`src/rtl/dtree_branch.sv`:
```
module dtree_branch #(
  parameter int unsigned W  = 32,
  parameter int unsigned NF = 6,
  parameter int unsigned FA = 0,
  parameter logic [W-1:0] TA = '0,
  parameter int unsigned FB = 0,
  parameter logic [W-1:0] TB = '0,
  parameter int unsigned FC = 0,
  parameter logic [W-1:0] TC = '0,
  parameter logic [3:0] LEAF = 4'b0000
) (
  input  logic          clk,
  input  logic          rst_n,
  input  logic          en,
  input  logic [NF*W-1:0] feat,
  input  logic          take,
  output logic          ready,
  output logic          valid,
  output logic          pred
);
  logic a_r, b_r, c_r;
  logic [1:0] idx;
  logic unused_bits;

  assign a_r = feat[FA*W +: W] > TA;
  assign b_r = feat[FB*W +: W] > TB;
  assign c_r = feat[FC*W +: W] > TC;
  assign idx = {a_r, a_r ? c_r : b_r};
  assign ready = !valid;
  assign unused_bits = ^feat;

  always_ff @(posedge clk) begin
    if (!rst_n) begin
      valid <= 1'b0;
      pred  <= 1'b0;
    end else if (en && !valid) begin
      valid <= 1'b1;
      pred  <= LEAF[idx];
    end else if (take) begin
      valid <= 1'b0;
    end
  end
endmodule

```
`src/rtl/dtree_classifier.sv`:
```
module dtree_classifier #(
  parameter int unsigned W  = 32,
  parameter int unsigned NF = 6,
  parameter int unsigned ROOT_F = 2,
  parameter logic [W-1:0] ROOT_T = 32'd1000,
  parameter int unsigned L_FA = 4,
  parameter logic [W-1:0] L_TA = 32'd50,
  parameter int unsigned L_FB = 1,
  parameter logic [W-1:0] L_TB = 32'd0,
  parameter int unsigned L_FC = 0,
  parameter logic [W-1:0] L_TC = 32'd10,
  parameter logic [3:0] L_LEAF = 4'b1010,
  parameter int unsigned R_FA = 3,
  parameter logic [W-1:0] R_TA = 32'd500,
  parameter int unsigned R_FB = 5,
  parameter logic [W-1:0] R_TB = 32'd20,
  parameter int unsigned R_FC = 4,
  parameter logic [W-1:0] R_TC = 32'd100,
  parameter logic [3:0] R_LEAF = 4'b1101
) (
  input  logic            clk,
  input  logic            rst_n,
  input  logic            s_valid,
  output logic            s_ready,
  input  logic [NF*W-1:0] s_feat,
  output logic            m_valid,
  input  logic            m_ready,
  output logic            m_pred
);
  logic go_r, acc, out_free;
  logic en_l, en_r, rdy_l, rdy_r, lv, rv, lp, rp, take_l, take_r;

  assign s_ready  = rdy_l & rdy_r;
  assign acc      = s_valid & s_ready;
  assign go_r     = s_feat[ROOT_F*W +: W] > ROOT_T;
  assign en_l     = acc & !go_r;
  assign en_r     = acc & go_r;
  assign out_free = !m_valid | m_ready;
  assign take_l   = lv & out_free;
  assign take_r   = rv & out_free;

  dtree_branch #(.W(W), .NF(NF), .FA(L_FA), .TA(L_TA), .FB(L_FB), .TB(L_TB),
                 .FC(L_FC), .TC(L_TC), .LEAF(L_LEAF)) left_i (
    .clk(clk), .rst_n(rst_n), .en(en_l), .feat(s_feat), .take(take_l),
    .ready(rdy_l), .valid(lv), .pred(lp));

  dtree_branch #(.W(W), .NF(NF), .FA(R_FA), .TA(R_TA), .FB(R_FB), .TB(R_TB),
                 .FC(R_FC), .TC(R_TC), .LEAF(R_LEAF)) right_i (
    .clk(clk), .rst_n(rst_n), .en(en_r), .feat(s_feat), .take(take_r),
    .ready(rdy_r), .valid(rv), .pred(rp));

  always_ff @(posedge clk) begin
    if (!rst_n) begin
      m_valid <= 1'b0;
      m_pred  <= 1'b0;
    end else if ((lv | rv) && out_free) begin
      m_valid <= 1'b1;
      m_pred  <= lv ? lp : rp;
    end else if (m_ready) begin
      m_valid <= 1'b0;
    end
  end
endmodule

```
`config.mk`:
```
export PLATFORM = sky130hd
export DESIGN_NAME = dtree_classifier
export DESIGN_NICKNAME = d
export VERILOG_FILES = /design/src/rtl/dtree_branch.sv /design/src/rtl/dtree_classifier.sv
export SDC_FILE = /design/constraint.sdc
export NUM_CORES = 1
export LEC_CHECK = 0
export BUFFER_PORTS_ARGS = -buffer_cell sky130_fd_sc_hd__buf_2
export CAP_MARGIN = 20
export CORE_AREA = 2 2 77 79
export CTS_CLUSTER_SIZE = 24
export DETAILED_ROUTE_END_ITERATION = 10
export DIE_AREA = 0 0 79 81
export SLEW_MARGIN = 15
export SYNTH_ARGS = -nofsm -noshare
export SYNTH_HDL_FRONTEND = slang
export SYNTH_HIERARCHICAL = 1
export SYNTH_SLANG_ARGS = --single-unit
```
`constraint.sdc`:
```
create_clock -name clk -period 3.55 [get_ports clk]
set_clock_uncertainty 0.1 [all_clocks]
set_input_delay 0.5325 -clock clk [delete_from_list [all_inputs] [get_ports clk]]
set_output_delay 0.5325 -clock clk [all_outputs]
set_load 0.1 [all_outputs]
```
==> metrics.md <==
| Metric | Value |
|---|---|
| Post-DR vias/cell | 4.46 |
| CP Max Fanout | 3 |
| Overflow after GRT | 0 |
| Root buf cell | clkbuf_8 |
| DP HPWL | 4220 µm |
| Asr flop ratio synth | 0 |
| Max Root-Sink Buffers | 2 |
| Worst Tran Pin Value | 0.492 ns |
| CP Launch Type | input pin |
| Placed cell areas | 1830 µm² |
| TNS Setup | 0 ns |
| Total Routed Length | 4450 µm |
| Worst r2r dst | left_i/pred$_SDFFE_PN0P_ |
| Tmin final | 2.06 ns |
| Synth top area share | 0.278 |
| TritonRoute pass-1 iters | 4 |
| Hold Path Origin | m_pred$_SDFFE_PN0P_ |
| Synth Register Bits | 6 |
| Final ANT Viol Nets | 0 |
| Synth area leader | nor4_1 |
| Largest net degree at the start of global routing | 9 |
| Worst-path clk slew | 0.04 ns |
| Slew Limit Fails | 0 |
| Synth Cell Area | 743 µm² |
| GRT Total Usage | 0.129 |
| Max Cap Viol | 0 |
| Peak Freq | 485 MHz |
| Chip height | 81 µm |
| Post-CTS setup buffer count | 0 |
| Chip width | 79 µm |
| Hold path depth | 1 |
| Area delta synth->final | 152% |
| Resize count post-CTS | 0 |
| Mapped Cells | 99 |
| PortBufs | 198 |
| First-pass GRT wire length | 6460 µm |
| Post-place setup slack | 1.24 ns |
| Initial antenna violation count | 0 |
| Critical Path Slowest Stage Cell | nor4_1 |
| Per-cell routed wire length | 11.9 µm |
| Std cell rows | 28 |
| PD cells | 182 nW/µm² |
| CTS Hold Bufs | 0 |
| Core area | 5680 µm² |
| Syn Nets | 295 |
| Avg Synthesized Cell Area | 7.51 µm² |
| Fin area | 1870 µm² |
| Nets | 498 |
| CP cell instances | buf_2 > o31a_1 > o2111a_1 > nor4_1 > nor2b_1 > o22ai_1 > a41o_1 |
| Max stage delay on crit path | 0.32 ns |
| RePlAce Congestion | 0.785 |
| WP data required | 3.56 ns |
| DRT iter0 DRCs | 33 |
| Remaining DRCs | 0 |
| Final Hold Vio Count | 0 |
| Worst-case vdd ir drop | 0.000142 V |
| Total number of vias | 1672 |
| CP Data Arrival Time | 2.07 ns |
| Most area-consuming cells after synthesis | nor4_1 (28%), dfxtp_1 (16%), nor4_2 (8.4%) |
| EDFF count, synth | 0 |
| H-Tree Level Count | 1 |
| RSZ-0062 raised after global routing | no |
| Sequential cell area fraction in the yosys report | 0.162 |
| Dominant synthesized flop cell | dfxtp_1 |
| CTS tree | built |
| Hold Path Class | flip-flop to flip-flop |
| Hold EP | m_pred$_SDFFE_PN0P_ |
| Static Leak | 0.988 nW |
| R2r startpoint | left_i/valid$_SDFFE_PN0P_ |
| Die area | 6400 µm² |
| Clock buffer count from CTS | 3 |
| Diodes inserted | 0 |
| Synth warn | 6 |
| Share of cells above drive strength 1 | 0.687 |
| Period utilization | 0.581 |
| Outcome | finished, final reports clean |
| R2R Setup Slk | 1.78 ns |
| Worst Setup Path Type | input pin to flip-flop |
| Starting Density | 0.131 |
| CTS sink cnt | 6 |
| Total I/O pin count | 199 |
| Synth cell types | 30 |
| Max_slew headroom | 0.674 |
| Endpoints failing setup | 0 |
| Final worst slack | 1.49 ns |
| Worst r2r path cells | 7 |
| Vias in the first global route | 1579 |
| Clk Latency, worst-skew pair | 0.22 ns |
| Crit end category | flip-flop |
[worst max-delay path: cells and delay by family]
| kind | cells | cell delay (ns) |
|---|---|---|
| AOI/OAI and AO/OA | 4 | 0.85 |
| and+or+nand+nor | 2 | 0.58 |
| buffers and inverters | 1 | 0.09 |
[final cells by class]
cell class	instances	area, µm²
flip-flops and latches	6	120
well taps	75	93.8
repair buffers	198	991
inverters	2	7.51
multi-input cells	91	616
fillers	642	3810
clock buffers	3	41.3
[Yosys cell counts (2+ instances only)]
cell	count
and2_1	3
o211a_1	2
nand2b_1	2
nor4_2	5
nand4_1	8
inv_1	2
nor4_1	33
o211ai_1	2
and3_1	2
nor2b_1	2
nor3_1	2
o311a_1	2
nor2_1	4
nand2_1	5
dfxtp_1	6
nand3_1	3
a211o_1	2
o21ai_0	2
[where the power goes]
group / switching (mW) / leakage (nW) / internal (mW) / total [mW]
clock network: 0.0308 / 0.0216 / 0.0730 / 0.104
logic: 0.0691 / 0.917 / 0.0922 / 0.161
registers: 0.00338 / 0.0492 / 0.0722 / 0.0756
[worst max-delay path by stage]
stage,cells past startpoint,startpoint,slack [ns],end
floorplan,7,left_i/valid$_SDFFE_PN0P_,1.20,left_i/pred$_SDFFE_PN0P_
global placement,7,s_feat[65],1.30,left_i/pred$_SDFFE_PN0P_
detailed placement,7,s_feat[65],1.24,left_i/pred$_SDFFE_PN0P_
CTS,7,s_feat[65],1.48,left_i/pred$_SDFFE_PN0P_
global route,8,s_feat[65],1.34,left_i/pred$_SDFFE_PN0P_
finish,7,s_feat[65],1.49,left_i/pred$_SDFFE_PN0P_
[layer usage]
layer,vias up,part of all wire,global-route usage
met5,-,0,0
met4,0,0.0029,0.0190
met3,2,0.11,0.0344
met2,106,0.53,0.276
met1,722,0.36,0.123
li1,842,-,-
[flip-flops by register name, summed over array words and instances (netlist names)]
name and flops:
left_i/pred 1, left_i/valid 1, m_pred 1, m_valid 1
right_i/pred 1, right_i/valid 1
[cells in the final DEF, fill, tap and decap left out, types with 2 or more instances in the layout]
cell      Yosys  final
and2_1        3      3
buf_2         0    198
nor3_1        2      2
nand2b_1      2      2
nor2b_1       2      2
nor2_1        4      4
nor4_1       33     33
o211ai_1      2      2
and3_1        2      2
nand4_1       8      8
inv_1         2      2
o311a_1       2      2
o211a_1       2      2
o21ai_0       2      2
clkbuf_8      0      3
nor4_2        5      5
nand2_1       5      5
a211o_1       2      2
nand3_1       3      3
dfxtp_1       6      6
[stage by stage]
stage                     instances  utilization  hold slack, ns  power, mW
after floorplan                  99            -           0.412      0.123
after global placement          372        0.322           0.401      0.237
after detailed placement        372        0.322           0.399      0.239
after CTS                       375        0.329           0.407      0.346
after global routing            375        0.329           0.434      0.365
final                           375        0.329           0.404      0.341
[kinds of logic after synthesis]
family,after synthesis,synth area share
AOI/OAI and AO/OA,21,0.231
DFF,6,0.162
and+or+nand+nor,69,0.584
muxes,1,0.0135
buffers and inverters,2,0.0101
(Power assumes the default switching activity.)
